--- config.mk ---
export PLATFORM = sky130hd
export DESIGN_NAME = soft_start_seq
export DESIGN_NICKNAME = d
export VERILOG_FILES = /design/src/rtl/ss_pkg.sv /design/src/rtl/ss_dwell_timer.sv /design/src/rtl/ss_seq_fsm.sv /design/src/rtl/ss_seg_mask.sv /design/src/rtl/soft_start_seq.sv
export SDC_FILE = /design/constraint.sdc
export NUM_CORES = 1
export LEC_CHECK = 0
export BUFFER_PORTS_ARGS = -buffer_cell sky130_fd_sc_hd__clkbuf_2
export CELL_PAD_IN_SITES_DETAIL_PLACEMENT = 1
export CELL_PAD_IN_SITES_GLOBAL_PLACEMENT = 1
export CORE_ASPECT_RATIO = 1.1
export CORE_MARGIN = 5
export CORE_UTILIZATION = 36
export DETAILED_ROUTE_END_ITERATION = 10
export PLACE_DENSITY = 0.92
export SYNTH_ARGS = -nofsm -noshare
export SYNTH_HDL_FRONTEND = slang
export SYNTH_SLANG_ARGS = --single-unit
--- constraint.sdc ---
create_clock -name clk -period 7.4 [get_ports clk]
set_input_delay 0.74 -clock clk [delete_from_list [all_inputs] [get_ports clk]]
set_output_delay 0.74 -clock clk [all_outputs]
set_load 0.01 [all_outputs]
--- src/rtl/ss_pkg.sv ---
package ss_pkg;

    localparam int SS_DWELL_W = 8;

    typedef enum logic [1:0] {
        SS_SLEEP  = 2'd0,
        SS_SOFT   = 2'd1,
        SS_NORMAL = 2'd2
    } ss_mode_e;

    typedef struct packed {
        logic osc;
        logic ctrl;
        logic stage;
    } ss_enables_t;

    // A zero dwell setting is treated as a single period.
    function automatic logic [SS_DWELL_W-1:0] eff_limit(input logic [SS_DWELL_W-1:0] d);
        return (d == '0) ? SS_DWELL_W'(1) : d;
    endfunction

endpackage

--- src/rtl/ss_dwell_timer.sv ---
module ss_dwell_timer
    import ss_pkg::*;
(
    input  logic                  clk,
    input  logic                  rst,
    input  logic                  arm,
    input  logic                  tick,
    input  logic                  cur_lo,
    input  logic                  cur_hi,
    input  logic [SS_DWELL_W-1:0] dwell,
    output logic                  step
);

    logic [SS_DWELL_W-1:0] quiet;
    logic [SS_DWELL_W:0]   quiet_nxt;
    logic                  quiet_tick;
    logic                  at_limit;

    assign quiet_tick = tick & cur_lo & ~cur_hi;
    assign quiet_nxt  = {1'b0, quiet} + (SS_DWELL_W+1)'(1);
    assign at_limit   = quiet_nxt >= {1'b0, eff_limit(dwell)};
    assign step       = arm & quiet_tick & at_limit;

    always_ff @(posedge clk) begin
        if (rst || !arm) begin
            quiet <= '0;
        end else if (tick) begin
            if (!quiet_tick || at_limit) begin
                quiet <= '0;
            end else begin
                quiet <= quiet_nxt[SS_DWELL_W-1:0];
            end
        end
    end

endmodule

--- src/rtl/ss_seq_fsm.sv ---
module ss_seq_fsm
    import ss_pkg::*;
#(
    parameter int NUM_SEG  = 8,
    parameter int INIT_SEG = 1,
    parameter int CW       = $clog2(NUM_SEG + 1)
) (
    input  logic          clk,
    input  logic          rst,
    input  logic          pwr_req,
    input  logic          step,
    input  logic          all_ok,
    output ss_mode_e      mode,
    output logic [CW-1:0] seg_cnt,
    output logic          reg_ok
);

    localparam logic [CW-1:0] FULL  = CW'(NUM_SEG);
    localparam logic [CW-1:0] START = CW'((INIT_SEG > NUM_SEG) ? NUM_SEG : INIT_SEG);

    logic [CW-1:0] cnt_inc;
    assign cnt_inc = seg_cnt + CW'(1);

    always_ff @(posedge clk) begin
        if (rst) begin
            mode    <= SS_SLEEP;
            seg_cnt <= '0;
            reg_ok  <= 1'b0;
        end else begin
            reg_ok <= pwr_req && (mode == SS_NORMAL) && all_ok;
            if (!pwr_req) begin
                mode    <= SS_SLEEP;
                seg_cnt <= '0;
            end else begin
                case (mode)
                    SS_SLEEP: begin
                        seg_cnt <= START;
                        mode    <= (START == FULL) ? SS_NORMAL : SS_SOFT;
                    end
                    SS_SOFT: begin
                        if (step) begin
                            seg_cnt <= cnt_inc;
                            if (cnt_inc == FULL) begin
                                mode <= SS_NORMAL;
                            end
                        end
                    end
                    SS_NORMAL: seg_cnt <= FULL;
                    default: begin
                        mode    <= SS_SLEEP;
                        seg_cnt <= '0;
                    end
                endcase
            end
        end
    end

endmodule

--- src/rtl/ss_seg_mask.sv ---
module ss_seg_mask #(
    parameter int NUM_SW  = 4,
    parameter int NUM_SEG = 8,
    parameter int CW      = $clog2(NUM_SEG + 1)
) (
    input  logic [CW-1:0]             cnt,
    output logic [NUM_SW*NUM_SEG-1:0] mask
);

    for (genvar sw = 0; sw < NUM_SW; sw++) begin : g_sw
        for (genvar b = 0; b < NUM_SEG; b++) begin : g_seg
            localparam logic [CW-1:0] IDX = CW'(b);
            assign mask[sw*NUM_SEG + b] = IDX < cnt;
        end
    end

endmodule

--- src/rtl/soft_start_seq.sv ---
module soft_start_seq
    import ss_pkg::*;
#(
    parameter int NUM_SW   = 4,
    parameter int NUM_SEG  = 8,
    parameter int INIT_SEG = 1,
    parameter int NUM_OUT  = 2
) (
    input  logic                      clk,
    input  logic                      rst,
    input  logic                      pwr_req,
    input  logic                      sw_tick,
    input  logic                      cur_below_lo,
    input  logic                      cur_above_hi,
    input  logic [SS_DWELL_W-1:0]     dwell_periods,
    input  logic [NUM_OUT-1:0]        out_in_range,
    output logic                      osc_en,
    output logic                      ctrl_en,
    output logic                      stage_en,
    output logic [NUM_SW*NUM_SEG-1:0] seg_mask,
    output logic                      reg_ok
);

    localparam int CW = $clog2(NUM_SEG + 1);

    ss_mode_e      mode;
    logic [CW-1:0] seg_cnt;
    logic          step;
    ss_enables_t   en;

    ss_dwell_timer u_timer (
        .clk    (clk),
        .rst    (rst),
        .arm    (mode == SS_SOFT),
        .tick   (sw_tick),
        .cur_lo (cur_below_lo),
        .cur_hi (cur_above_hi),
        .dwell  (dwell_periods),
        .step   (step)
    );

    ss_seq_fsm #(
        .NUM_SEG  (NUM_SEG),
        .INIT_SEG (INIT_SEG),
        .CW       (CW)
    ) u_fsm (
        .clk     (clk),
        .rst     (rst),
        .pwr_req (pwr_req),
        .step    (step),
        .all_ok  (&out_in_range),
        .mode    (mode),
        .seg_cnt (seg_cnt),
        .reg_ok  (reg_ok)
    );

    ss_seg_mask #(
        .NUM_SW  (NUM_SW),
        .NUM_SEG (NUM_SEG),
        .CW      (CW)
    ) u_mask (
        .cnt  (seg_cnt),
        .mask (seg_mask)
    );

    always_comb begin
        en       = '0;
        en.osc   = mode != SS_SLEEP;
        en.ctrl  = mode != SS_SLEEP;
        en.stage = mode != SS_SLEEP;
    end

    assign osc_en   = en.osc;
    assign ctrl_en  = en.ctrl;
    assign stage_en = en.stage;

endmodule

# --- Yosys cells after proc, flatten, opt, wreduce, memory -nomap -nowiden ---
# Index checks and enable logic that the tools add are counted.
totals:
  register_bits: 15
classes:
  magnitude_cmp: 9
  n_eq_ne: 5
  bitwise: 7
  addsub: 2
  mux: 7
  n_reduce_logical: 12
ops:
  columns: ["cell", "n"]
  rows:
  - ["$lt 3x4->1 const A", 4]
  - ["$mux 8", 2]
  - ["$pmux 4 s3", 1]
  - ["$add 8x1->9 const B", 1]
  - ["$ge 9x8->1", 1]
  - ["$logic_not 8->1", 1]
  - ["$lt 1x4->1 const A", 2]
  - ["$lt 2x4->1 const A", 2]
  - ["$pmux 2 s3", 1]
  - ["$add 4x1->4 const B", 1]
  - ["$and 1x1->1", 4]
  - ["$eq 4x4->1 const B", 1]
  - ["$mux 2", 2]
  - ["$mux 4", 1]
  - ["$not 1->1", 3]
  - ["$reduce_and 3->1", 1]
  - ["$eq 2x1->1 const B", 1]
  - ["$eq 2x2->1 const B", 1]
  - ["$logic_and 1x1->1", 2]
  - ["$logic_not 1->1", 2]
  - ["$logic_not 2->1", 1]
  - ["$logic_or 1x1->1", 2]
  - ["$ne 2x1->1 const B", 1]
  - ["$ne 2x2->1 const B", 1]
  - ["3 further kinds", 3]

# --- Logic depth before layout (Yosys ltp) ---
# Gate-level depths: netlist (run 1).
logic_depth:
  word_depth: 6
  mapped_depth: 9
  mapped_depth_nobuf: 9

# --- Hierarchy ---
# Synthesis (run 1) repeated with hierarchy kept, for this count alone.
unflattened:
  cells_unflattened: 152
  area_unflattened_um2: 1282.5
modules_own_cells:
  columns: ["mod", "cells_each", "instances", "area_each_um2"]
  rows:
  - ["ss_dwell_timer", 81, 1, 686.9]
  - ["ss_seq_fsm", 33, 1, 314.1]
  - ["ss_seg_mask", 33, 1, 247.7]
  - ["soft_start_seq", 5, 1, 33.8]

# --- Worst setup path before layout (run 1) ---
# OpenSTA, ideal clock, no wires.
synth_timing:
  kind: "input-to-reg"
  from: "input port dwell_periods[5]"
  to: "register u_timer.quiet[0]"
  path_slack_ns: 4.748
  cell_stages: 8
  required_ns: 7.316
  setup_time_ns: 0.084
  arrival_ns: 2.568
  n_path_buf: 0
  cell_sequence: "nor4_1 -> a41o_1 -> ha_1 -> nand2b_1 -> a31oi_1 -> o221ai_2 -> a2111o_1 -> o31ai_2"
synth_via:
  elab_chain_len: 5
synth_lines:
  columns: ["element", "line", "text"]
  rows:
  - ["start, declared", "soft_start_seq.sv:15", "input logic [SS_DWELL_W-1:0] dwell_periods,"]
  - ["$logic_not 8->1", "ss_pkg.sv:19", "return (d == '0) ? SS_DWELL_W'(1) : d;"]
  - ["$mux 8 (*)", "ss_pkg.sv:19", null]
  - ["$ge 9x8->1 (*)", "ss_dwell_timer.sv:21", "assign at_limit = quiet_nxt >= {1'b0, eff_limit(dwell)};"]
  - ["$logic_or 1x1->1 (*)", "ss_dwell_timer.sv:28", "if (!quiet_tick || at_limit) begin"]
  - ["$mux 8 (*)", "ss_dwell_timer.sv:28", null]
  - ["end signal, assigned", "ss_dwell_timer.sv:31", "quiet <= quiet_nxt[SS_DWELL_W-1:0];"]
  - ["end, declared", "ss_dwell_timer.sv:14", "logic [SS_DWELL_W-1:0] quiet;"]
# Every way passes the cells marked *; elsewhere a longest branch is shown, timed or not.
# A chain may end at the register's enable or synchronous reset.

# --- Worst setup path in the final report (run 1) ---
layout_timing:
  from: "register u_timer.quiet[0]"
  to: "register u_timer.quiet[0]"
layout_via:
  elab_chain_len: 4
layout_lines:
  columns: ["element", "line", "text"]
  rows:
  - ["$add 8x1->9 (*)", "ss_dwell_timer.sv:20", "assign quiet_nxt = {1'b0, quiet} + (SS_DWELL_W+1)'(1);"]
  - ["$ge 9x8->1", "ss_dwell_timer.sv:21", null]
  - ["$logic_or 1x1->1", "ss_dwell_timer.sv:28", null]
  - ["$mux 8 (*)", "ss_dwell_timer.sv:28", null]
# Marked as above.

==> metrics.log, run 1 <==
[metrics] required time of the critical path: 7.61 ns
[metrics] Synthesis Warnings: 0
[metrics] clock slew at reported path FFs: 0.10 ns
[metrics] crit end category: flop
[metrics] final count of pins violating max slew: 0
[metrics] initial core utilization: 38.0%
[metrics] asr flop ratio synth: 0%
[metrics] number of antenna-violating nets in the routed design: 0
[metrics] worst stage delay on the critical path: 0.58 ns
[metrics] wire length reported by the detailed router: 2.93 mm
[metrics] met1 usage: 14.0%
[metrics] ratio of routed vias to standard cells: 4.80
[metrics] Inserted Clock Buffers: 3
[metrics] final hold vios: 0
[metrics] master cell of the clock root buffer: clkbuf_4
[metrics] post-synthesis sequential area ratio: 23.3%
[metrics] clock latency reported for the late side of the worst-skew pair: 0.29 ns
[metrics] drt first pass iters: 3
[metrics] number of sinks driven by the clock tree: 15
[metrics] minimum hold slack: 0.537 ns
[metrics] dominant cell type by count on the critical path: ha_1
[metrics] area share of the largest cell type after synthesis: 23.3%
[metrics] clock tree from TritonCTS: yes
[metrics] Sum Neg Setup Slack: 0 ns
[metrics] total number of nets in the final design: 214
[metrics] synth cell count leaders: buf_4 (27), nand2_1 (23), dfxtp_1 (15), inv_1 (15), ha_1 (11)
[metrics] die footprint: 0.00487 mm^2
[metrics] min Tclk post-route: 2.86 ns
[metrics] cts repair resizes: 0
[metrics] setup violation total in the final timing report: 0
[metrics] worst max-slew margin expressed relative to the limit: 71.3%
[metrics] Gate Count Post-Synth: 161
[metrics] cell area power density: 106 mW/mm^2
[metrics] number of cell rows: 22
[metrics] I/O pin cnt: 52
[metrics] overall power of the completed layout: 150 uW
[metrics] min-delay worst type: reg -> reg
[metrics] utilization after layout: 41.9%
[metrics] RSZ-0062 raised after global routing: false
[metrics] status: finished, final reports clean
[metrics] final weighted congestion of routability-driven global placement: 0.706
[metrics] maximum operating frequency: 350 MHz
[metrics] detailed-route via count: 1123
[metrics] startpoint kind of the worst setup timing path: flop
[metrics] ratio of cells with drive above 1 in the final layout: 31.7%
[metrics] worst setup slack after placement: 4.39 ns
[metrics] first-pass GRT wire length: 5.03 mm
[metrics] crit path DAT: 3.07 ns
[metrics] total DRC errors in the routed layout: 0
[metrics] Post-Syn Nets: 188
[metrics] fraction of met3 tracks used by global routing: 2.00%
[metrics] core area: 0.00339 mm^2
[metrics] dominant register cell in the synthesized netlist: dfxtp_1
[metrics] gr busiest metal: met2
[metrics] final instance area: 0.00142 mm^2
[metrics] CP max-delay cell: a2111o_1
[metrics] number of buffers inserted by hold repair at cts: 0
[metrics] post-detailed-placement half-perimeter wirelength: 2.48 mm
[metrics] GRT overflow: 0
[metrics] clock buffer depth: 2
[metrics] die outline height: 72.7 um
[metrics] area growth from synthesis to layout: 10.2%
[metrics] Yosys cell types: 37
[metrics] largest area contributor in the netlist: dfxtp_1
[metrics] IO Port Bufs: 51
[metrics] number of cells after detailed placement: 230
[metrics] Antenna Diode Count: 0
[metrics] Die Span X: 67.0 um
[metrics] largest clock skew in the final design: 0.00707 ns
[metrics] starting DRC count in detailed routing: 30
[metrics] crit path kind: reg -> reg
[metrics] portion of the clock cycle consumed by the worst path in the final layout: 38.6%
[metrics] Max VDD drop: 0.0000649 V
[metrics] vias in the first global route: 1157
[metrics] CP cell instances: ha_1, nand3_1, nor2_1, xnor2_1, ha_1, a21oi_1, o221ai_2, a2111o_1, o31ai_2
[metrics] minimum setup slack in the final design: 4.54 ns
[metrics] total routing resource utilization after global routing: 13.0%
[metrics] number of enable-type register cells in the synthesized netlist: 0
[metrics] Crit Path Max Fanout: 8
[metrics] buffers inserted by post-CTS timing repair: 0
[metrics] cell area after synthesis: 0.00129 mm^2
[metrics] Finished Layout Cells: 234
[metrics] mean routed wirelength per cell: 12.5 um
[metrics] number of H-tree levels: 1
[metrics] most common cell in the netlist: buf_4
[metrics] Mean Syn Cell Area: 7.99 um^2
[metrics] static leakage power: 0.753 nW
[metrics] number of antenna violations at the first check in global routing: 0
[metrics] max-cap viol count: 0
[metrics] Yosys reg bits: 15
[metrics] dominant cells by area after synthesis: dfxtp_1 (23%), buf_4 (16%), ha_1 (11%)
[metrics] global-route track usage on met2: 25.3%
[metrics] largest net degree at the start of global routing: 13
[metrics] actual transition at the worst max-transition pin: 0.429 ns
[metrics] placed inst area: 0.00139 mm^2
worst paths after layout:
| kind | startpoint | to | slack (ns) | depth (start not counted) |
|---|---|---|---|---|
| hold reg to reg | u_timer.quiet[6] | u_timer.quiet[6] | 0.54 | 2 |
| setup / recovery | u_timer.quiet[0] | u_timer.quiet[0] | 4.54 | 9 |
| hold / removal | u_timer.quiet[6] | u_timer.quiet[6] | 0.54 | 2 |
| setup reg to reg | u_timer.quiet[0] | u_timer.quiet[0] | 4.54 | 9 |
area by class of cell:
type | instances | area [um^2]
fill | 441 | 1970
tap | 48 | 60.1
multi-input combinational | 101 | 716
timing repair buffer | 51 | 255
clock buffer | 3 | 22.5
inverter | 15 | 56.3
clock inverter | 1 | 7.51
sequential | 15 | 300
sequential cells by signal (all words and copies together) (netlist names):
| register | flops |
|---|---|
| u_timer.quiet | 8 |
| u_fsm.seg_cnt | 4 |
| u_fsm.reg_ok | 1 |
| u_fsm.mode | 2 |
logic make-up (layout without fill, tap and decap cells):
kind of cell | count (synthesis) | in the layout | share of synthesized area [%]
adders and majority gates | 11 | 11 | 10.7
and+or+nand+nor | 53 | 53 | 20.0
AOI/OAI and AO/OA | 27 | 27 | 17.9
buffers and inverters | 45 | 70 | 21.0
xor gates and xnor gates | 8 | 8 | 5.45
DFF | 15 | 15 | 23.3
muxes | 2 | 2 | 1.56
routing by layer:
layer / routed length [um] / up-vias
met2: 1580 / 28
li1: - / 577
met1: 1230 / 514
met3: 98 / 4
met5: 0 / -
met4: 23 / 0
power by group:
part	internal (mW)	switching (mW)	total, mW
registers	0.0813	0.00113	0.0825
logic	0.00840	0.0106	0.0190
clock network	0.0205	0.0278	0.0484
cell usage in the layout (no fill, tap or decap), types with 4 or more instances in the layout:
cell,n
ha_1,11
xnor2_1,5
nand2_1,23
nand3b_1,5
nand3_1,4
clkbuf_2,51
dfxtp_1,15
o21ai_0,4
inv_1,15
nor2_1,8
critical path, delay by kind of cell, from the launching register on:
family	cells	cell delay (ns)
fa+ha+maj	2	0.52
simple gates	2	0.42
xor+xnor	1	0.16
compound gates	4	1.21
flops	1	0.47
Note: power is estimated with default switching activity, not from simulation.
==> run 2: changes to the inputs <==
ABC_AREA = 1   (was default)
CORE_UTILIZATION = 33   (was 36)
PLACE_DENSITY = 0.88   (was 0.92)
clock period = 2.65 ns   (was 7.4 ns; I/O delays follow)
==> run 2 against run 1 <==
  * Hold slack got worse by 0.30 ns
  * Global-route usage shrank 1.0 points
  * Worst setup slack lost 4.2 ns
  * Sequential cell count did not move
  * Clock skew down 0.0047 ns
  * Maximum frequency grew 24%
  * Synthesized cell count increased by 11%
  * Synthesized area shrank 0.97%
  * Non-clock buffer count unchanged
  * Final area is 1.1% higher
  * Sequential share of layout area fell by 0.24 points
  * Highest routed layer unchanged
==> metrics.log, run 2 <==
[metrics] starting DRC count in detailed routing: 21 (-30%)
[metrics] vias in the first global route: 1203 (+4.0%)
[metrics] crit path DAT: 2.48 ns (-0.59 ns)
[metrics] cell area power density: 333 mW/mm^2 (+210%)
[metrics] core area: 0.00368 mm^2 (+8.8%)
[metrics] overall power of the completed layout: 477 uW (+220%)
[metrics] final hold vios: 0 (unchanged)
[metrics] dominant cell type by count on the critical path: nand2_1
[metrics] worst setup slack for register-to-register paths: 0.35 ns (-4.19 ns)
[metrics] dominant cells by area after synthesis: dfxtp_1 (24%), buf_4 (16%), nand2_1 (12%)
[metrics] master cell of the clock root buffer: clkbuf_8
[metrics] ratio of cells with drive above 1 in the final layout: 33.3% (+1.6 points)
[metrics] min-delay worst type: in -> reg
[metrics] GRT overflow: 0 (unchanged)
[metrics] crit end category: flop
[metrics] Gate Count Post-Synth: 179 (+11%)
[metrics] CP max-delay cell: dfxtp_1
[metrics] number of cells after detailed placement: 253 (+10%)
[metrics] final weighted congestion of routability-driven global placement: 0.768 (+8.8%)
[metrics] most frequent cells in the layout: clkbuf_2 (51), nand2_1 (40), inv_1 (26)
[metrics] min Tclk post-route: 2.30 ns (-0.561 ns)
[metrics] worst setup slack after placement: 0.338 ns (-4.05 ns)
[metrics] dominant register cell in the synthesized netlist: dfxtp_1
[metrics] detailed-route via count: 1145 (+2.0%)
[metrics] total routing resource utilization after global routing: 12.0% (-1.0 points)
[metrics] I/O pin cnt: 52 (unchanged)
[metrics] Most flops, register: u_timer.quiet
[metrics] critical path launch point: u_timer.quiet[0]
[metrics] drt first pass iters: 2 (-1)
[metrics] Die Span X: 69.2 um (+3.4%)
[metrics] Bufs and invs on worst path: 1 (+1)
[metrics] largest clock skew in the final design: 0.00241 ns (-0.00467 ns)
[metrics] max-cap viol count: 0 (unchanged)
[metrics] minimum setup slack in the final design: 0.353 ns (-4.19 ns)
[metrics] most frequent standard cell in the layout excluding fill and tap cells: clkbuf_2
[metrics] critical register-to-register path endpoint: u_timer.quiet[2]
[metrics] RSZ-0062 raised after global routing: false
[metrics] clock tree from TritonCTS: yes
[metrics] ratio of routed vias to standard cells: 4.46 (-7.2%)
[metrics] cts repair resizes: 0 (unchanged)
[metrics] critical path's top delay family: simple AND/OR/NAND/NOR gates
[metrics] required time of the critical path: 2.83 ns (-4.78 ns)
[metrics] number of antenna-violating nets in the routed design: 0 (unchanged)
[metrics] number of antenna violations at the first check in global routing: 0 (unchanged)
[metrics] die outline height: 75.2 um (+3.4%)
[metrics] IO Port Bufs: 51 (unchanged)
[metrics] post-detailed-placement half-perimeter wirelength: 2.57 mm (+3.4%)
[metrics] Sum Neg Setup Slack: 0 ns (unchanged)
[metrics] Largest register FFs: 8 (unchanged)
[metrics] mean routed wirelength per cell: 11.3 um (-9.3%)
[metrics] first-pass GRT wire length: 5.14 mm (+2.2%)
[metrics] largest net degree at the start of global routing: 9 (-4)
[metrics] cell area after synthesis: 0.00127 mm^2 (-0.97%)
[metrics] worst-case reg-to-reg path depth: 15 (+6)
[metrics] asr flop ratio synth: 0% (unchanged)
[metrics] reg-to-reg critical path startpoint: u_timer.quiet[0]
[metrics] Antenna Diode Count: 0 (unchanged)
[metrics] worst stage delay on the critical path: 0.41 ns (-0.17 ns)
[metrics] area growth from synthesis to layout: 12.6%
[metrics] maximum operating frequency: 435 MHz (+24%)
[metrics] most common cell in the netlist: nand2_1
[metrics] Synthesis Warnings: 0 (unchanged)
[metrics] placed inst area: 0.00139 mm^2 (about the same)
[metrics] buffers inserted by post-CTS timing repair: 0 (unchanged)
[metrics] die footprint: 0.00520 mm^2 (+6.9%)
[metrics] Yosys reg bits: 15 (unchanged)
[metrics] final instance area: 0.00143 mm^2 (+1.1%)
[metrics] Max VDD drop: 0.000103 V (+59%)
[metrics] Mean Syn Cell Area: 7.12 um^2 (-11%)
[metrics] number of H-tree levels: 1 (unchanged)
[metrics] total DRC errors in the routed layout: 0 (unchanged)
[metrics] number of sinks driven by the clock tree: 15 (unchanged)
[metrics] crit path kind: reg -> reg
[metrics] wire length reported by the detailed router: 2.91 mm (-0.41%)
[metrics] largest area contributor in the netlist: dfxtp_1
[metrics] CP cell instances: ha_1, nand3_2, xnor2_1, ha_1, nand2_1, inv_1, nand2_1, nand3_1, nand2_1, nand2_1, nand2_1, nand2_2, nor2_4, nand2_1, a21oi_1
[metrics] Post-Syn Nets: 206 (+9.6%)
[metrics] number of buffers inserted by hold repair at cts: 0 (unchanged)
[metrics] actual transition at the worst max-transition pin: 0.349 ns (-0.0803 ns)
[metrics] number of enable-type register cells in the synthesized netlist: 0 (unchanged)
[metrics] capturing instance or port of the critical path: u_timer.quiet[2]
[metrics] final count of pins violating max slew: 0 (unchanged)
[metrics] portion of the clock cycle consumed by the worst path in the final layout: 86.7% (+48 points)
[metrics] Crit Path Max Fanout: 8 (unchanged)
[metrics] biggest regs: u_timer.quiet (8), u_fsm.seg_cnt (4), u_fsm.mode (2)
[metrics] clock buffer depth: 2 (unchanged)
[metrics] total number of nets in the final design: 235 (+9.8%)
[metrics] synth cell count leaders: nand2_1 (40), buf_4 (27), inv_1 (26)
[metrics] status: finished, final reports clean
[metrics] Finished Layout Cells: 257 (+9.8%)
[metrics] clock latency reported for the late side of the worst-skew pair: 0.24 ns (-0.05 ns)
[metrics] Inserted Clock Buffers: 3 (unchanged)
[metrics] Yosys cell types: 25 (-32%)
[metrics] area share of the largest cell type after synthesis: 23.6% (+0.23 points)
[metrics] setup violation total in the final timing report: 0 (unchanged)
[metrics] initial core utilization: 34.6% (-3.4 points)
[metrics] critical path depth in cells: 15 (+6)
[metrics] startpoint kind of the worst setup timing path: flop
[metrics] worst max-slew margin expressed relative to the limit: 76.5% (+5.1 points)
[metrics] clock slew at reported path FFs: 0.06 ns (-0.04 ns)
[metrics] static leakage power: 0.800 nW (+6.3%)
[metrics] number of cell rows: 23 (+4.5%)
[metrics] post-synthesis sequential area ratio: 23.6% (+0.23 points)
[run 2: cell count changes in the layout (fill, tap and decap cells not counted), sizes merged, moves of 5 or more]
cell,change
a21oi,+10
nand3b,-5
inv,+11
nand2,+20
nor2,+8
[run 2: report_power, final]
group	internal, mW	leakage, nW	switching [mW]	total (mW)
combinational	0.0246	0.656	0.0358	0.0604
sequential	0.228	0.121	0.00236	0.230
clock	0.106	0.0228	0.0805	0.187
[run 2: worst reg2reg max path, stage by stage, from the launching register on]
cell	delay [ns]
dfxtp_1	0.41
ha_1	0.23
nand3_2	0.11
xnor2_1	0.24
ha_1	0.29
nand2_1	0.08
inv_1	0.04
nand2_1	0.06
nand3_1	0.09
nand2_1	0.06
nand2_1	0.04
nand2_1	0.07
nand2_2	0.10
nor2_4	0.20
nand2_1	0.09
a21oi_1	0.12
[run 2: cell families (layout without fill, tap and decap cells)]
| logic type | Yosys count | after routing | synth area share (%) |
|---|---|---|---|
| AND/OR/NAND/NOR | 72 | 72 | 27.8 |
| adder cells (fa/ha/maj) | 11 | 11 | 10.8 |
| AO/OA/AOI/OAI | 21 | 21 | 9.43 |
| buffers and inverters | 53 | 81 | 23.6 |
| XOR/XNOR | 7 | 7 | 4.81 |
| flip-flops | 15 | 15 | 23.6 |
[run 2: worst min path at each step]
stage | end | cells after the start | start
floorplan | u_fsm.reg_ok | 2 | out_in_range[1]
CTS | u_fsm.reg_ok | 3 | out_in_range[1]
global placement | u_timer.quiet[1] | 2 | u_timer.quiet[1]
global route | u_fsm.reg_ok | 3 | out_in_range[1]
detailed placement | u_fsm.reg_ok | 3 | out_in_range[1]
finish | u_fsm.reg_ok | 3 | out_in_range[1]
[run 2: final cells by class]
class / count / area, um^2
clock buffer: 4 / 45.0
fill: 510 / 2250
inverter: 26 / 97.6
multi-input combinational: 111 / 673
sequential: 15 / 300
tap: 50 / 62.6
timing repair buffer: 51 / 255
[run 2: through the flow]
step	hold WS [ns]	util, %
after floorplan	0.392	-
after global placement	0.489	37.7
after detailed placement	0.495	37.7
after CTS	0.229	38.9
after global routing	0.271	38.9
final	0.232	38.9
[run 2: routing by layer]
metal  routed length, um  part of all wire, %  GRT usage [%]  up-vias
met5                   0                    0              0        -
met4                  11                 0.38           3.47        0
met3                 206                  7.1           4.01        2
met2                1570                   54           23.7       33
met1                1130                   39           12.1      519
li1                    -                    -              -      591
==> run 3: changes to the inputs <==
MAX_ROUTING_LAYER = met4   (was default)
==> run 3 against run 2 <==
  * Sequential share of layout area unchanged
  * Global-route usage increased by 0.41 points
  * Utilization is the same
  * Clock-buffer cell count is the same
  * Final cell count did not move
  * Total power increased by 0.11%
  * Clock skew shrank 0.00052 ns
  * Sequential power barely moved
  * Highest routed layer unchanged
==> metrics.log, run 3 (synthesized netlist as in run 2, its figures left out) <==
[metrics] CP max-delay cell: dfxtp_1
[metrics] IO Port Bufs: 51 (unchanged)
[metrics] Largest register FFs: 8 (unchanged)
[metrics] static leakage power: 0.800 nW (unchanged)
[metrics] final count of pins violating max slew: 0 (unchanged)
[metrics] drt first pass iters: 2 (unchanged)
[metrics] number of antenna violations at the first check in global routing: 0 (unchanged)
[metrics] largest clock skew in the final design: 0.00189 ns (-0.000518 ns)
[metrics] clock buffer depth: 2 (unchanged)
[metrics] max-cap viol count: 0 (unchanged)
[metrics] cell area power density: 333 mW/mm^2 (+0.11%)
[metrics] Die Span X: 69.2 um (unchanged)
[metrics] final weighted congestion of routability-driven global placement: 0.779 (+1.3%)
[metrics] overall power of the completed layout: 478 uW (+0.11%)
[metrics] Most flops, register: u_timer.quiet
[metrics] total routing resource utilization after global routing: 12.4% (+0.41 points)
[metrics] Max VDD drop: 0.000103 V (unchanged)
[metrics] I/O pin cnt: 52 (unchanged)
[metrics] number of cell rows: 23 (unchanged)
[metrics] buffers inserted by post-CTS timing repair: 0 (unchanged)
[metrics] worst setup slack after placement: 0.338 ns (unchanged)
[metrics] area growth from synthesis to layout: 12.6% (unchanged)
[metrics] dominant cell type by count on the critical path: nand2_1
[metrics] detailed-route via count: 1144 (-0.087%)
[metrics] required time of the critical path: 2.83 ns (about the same)
[metrics] crit end category: flop
[metrics] Bufs and invs on worst path: 1 (unchanged)
[metrics] die outline height: 75.2 um (unchanged)
[metrics] post-detailed-placement half-perimeter wirelength: 2.57 mm (unchanged)
[metrics] actual transition at the worst max-transition pin: 0.349 ns (unchanged)
[metrics] number of buffers inserted by hold repair at cts: 0 (unchanged)
[metrics] master cell of the clock root buffer: clkbuf_8
[metrics] worst stage delay on the critical path: 0.41 ns (about the same)
[metrics] mean routed wirelength per cell: 11.4 um (+0.14%)
[metrics] CP cell instances: ha_1, nand3_2, xnor2_1, ha_1, nand2_1, inv_1, nand2_1, nand3_1, nand2_1, nand2_1, nand2_1, nand2_2, nor2_4, nand2_1, a21oi_1
[metrics] first-pass GRT wire length: 5.17 mm (+0.54%)
[metrics] vias in the first global route: 1205 (+0.17%)
[metrics] number of sinks driven by the clock tree: 15 (unchanged)
[metrics] crit path DAT: 2.48 ns (about the same)
[metrics] status: finished, final reports clean
[metrics] min Tclk post-route: 2.30 ns (-0.0000360 ns)
[metrics] Sum Neg Setup Slack: 0 ns (unchanged)
[metrics] cts repair resizes: 0 (unchanged)
[metrics] number of antenna-violating nets in the routed design: 0 (unchanged)
[metrics] critical path depth in cells: 15 (unchanged)
[metrics] clock slew at reported path FFs: 0.06 ns (about the same)
[metrics] final hold vios: 0 (unchanged)
[metrics] startpoint kind of the worst setup timing path: flop
[metrics] maximum operating frequency: 435 MHz (about the same)
[metrics] most frequent standard cell in the layout excluding fill and tap cells: clkbuf_2
[metrics] wire length reported by the detailed router: 2.92 mm (+0.14%)
[metrics] Finished Layout Cells: 257 (unchanged)
[metrics] RSZ-0062 raised after global routing: false
[metrics] number of cells after detailed placement: 253 (unchanged)
[metrics] die footprint: 0.00520 mm^2 (unchanged)
[metrics] most frequent cells in the layout: clkbuf_2 (51), nand2_1 (40), inv_1 (26)
[metrics] minimum setup slack in the final design: 0.353 ns (+0.0000360 ns)
[metrics] Inserted Clock Buffers: 3 (unchanged)
[metrics] worst-case reg-to-reg path depth: 15 (unchanged)
[metrics] ratio of cells with drive above 1 in the final layout: 33.3% (unchanged)
[metrics] count of fill cells added during filler insertion: 510 (unchanged)
[metrics] ratio of routed vias to standard cells: 4.45 (about the same)
[metrics] GRT overflow: 0 (unchanged)
[metrics] initial core utilization: 34.6% (unchanged)
[metrics] clock tree from TritonCTS: yes
[metrics] starting DRC count in detailed routing: 21 (unchanged)
[metrics] number of H-tree levels: 1 (unchanged)
[metrics] placed inst area: 0.00139 mm^2 (unchanged)
[metrics] critical path's top delay family: simple AND/OR/NAND/NOR gates
[metrics] Antenna Diode Count: 0 (unchanged)
[metrics] min-delay worst type: in -> reg
[metrics] largest net degree at the start of global routing: 9 (unchanged)
[metrics] clock latency reported for the late side of the worst-skew pair: 0.24 ns (about the same)
[metrics] worst hold path depth: 3 (unchanged)
[metrics] biggest regs: u_timer.quiet (8), u_fsm.seg_cnt (4), u_fsm.mode (2)
[metrics] final instance area: 0.00143 mm^2 (unchanged)
[metrics] setup violation total in the final timing report: 0 (unchanged)
[metrics] crit path kind: reg -> reg
[metrics] worst max-slew margin expressed relative to the limit: 76.5% (unchanged)
[metrics] utilization after layout: 38.9% (unchanged)
[metrics] total DRC errors in the routed layout: 0 (unchanged)
[metrics] total number of nets in the final design: 235 (unchanged)
[metrics] core area: 0.00368 mm^2 (unchanged)
[metrics] minimum hold slack: 0.232 ns (+0.00000100 ns)
[metrics] Crit Path Max Fanout: 8 (unchanged)
[metrics] portion of the clock cycle consumed by the worst path in the final layout: 86.7% (about the same)
run 3: worst min-delay path, cell delays in order:
cell and delay (ns):
clkbuf_2 0.08, nand2_1 0.05, nor3_1 0.04
run 3: report_power, final:
part           total (mW)  internal [mW]  switching [mW]
clock network       0.187          0.106          0.0810
logic              0.0604         0.0246          0.0357
registers           0.230          0.228         0.00236
run 3: metal layers:
metal	global-route usage, %	part of all wire, %
met3	3.60	6.4
met2	23.7	54
met1	12.4	40
met5	-	0
met4	3.47	0.34
run 3: worst paths after layout:
check                    from                to  slack (ns)
max          u_timer.quiet[0]  u_timer.quiet[2]        0.35
min           out_in_range[1]      u_fsm.reg_ok        0.23
max reg2reg  u_timer.quiet[0]  u_timer.quiet[2]        0.35
min reg2reg  u_timer.quiet[1]  u_timer.quiet[1]        0.50
run 3: layout make-up:
class	instances	area, um^2	share of cell area [%]
multi-input cells	111	673	46.9
flip-flops and latches	15	300	20.9
repair buffers	51	255	17.8
inverters	26	97.6	6.81
well taps	50	62.6	4.36
clock buffers	4	45.0	3.14
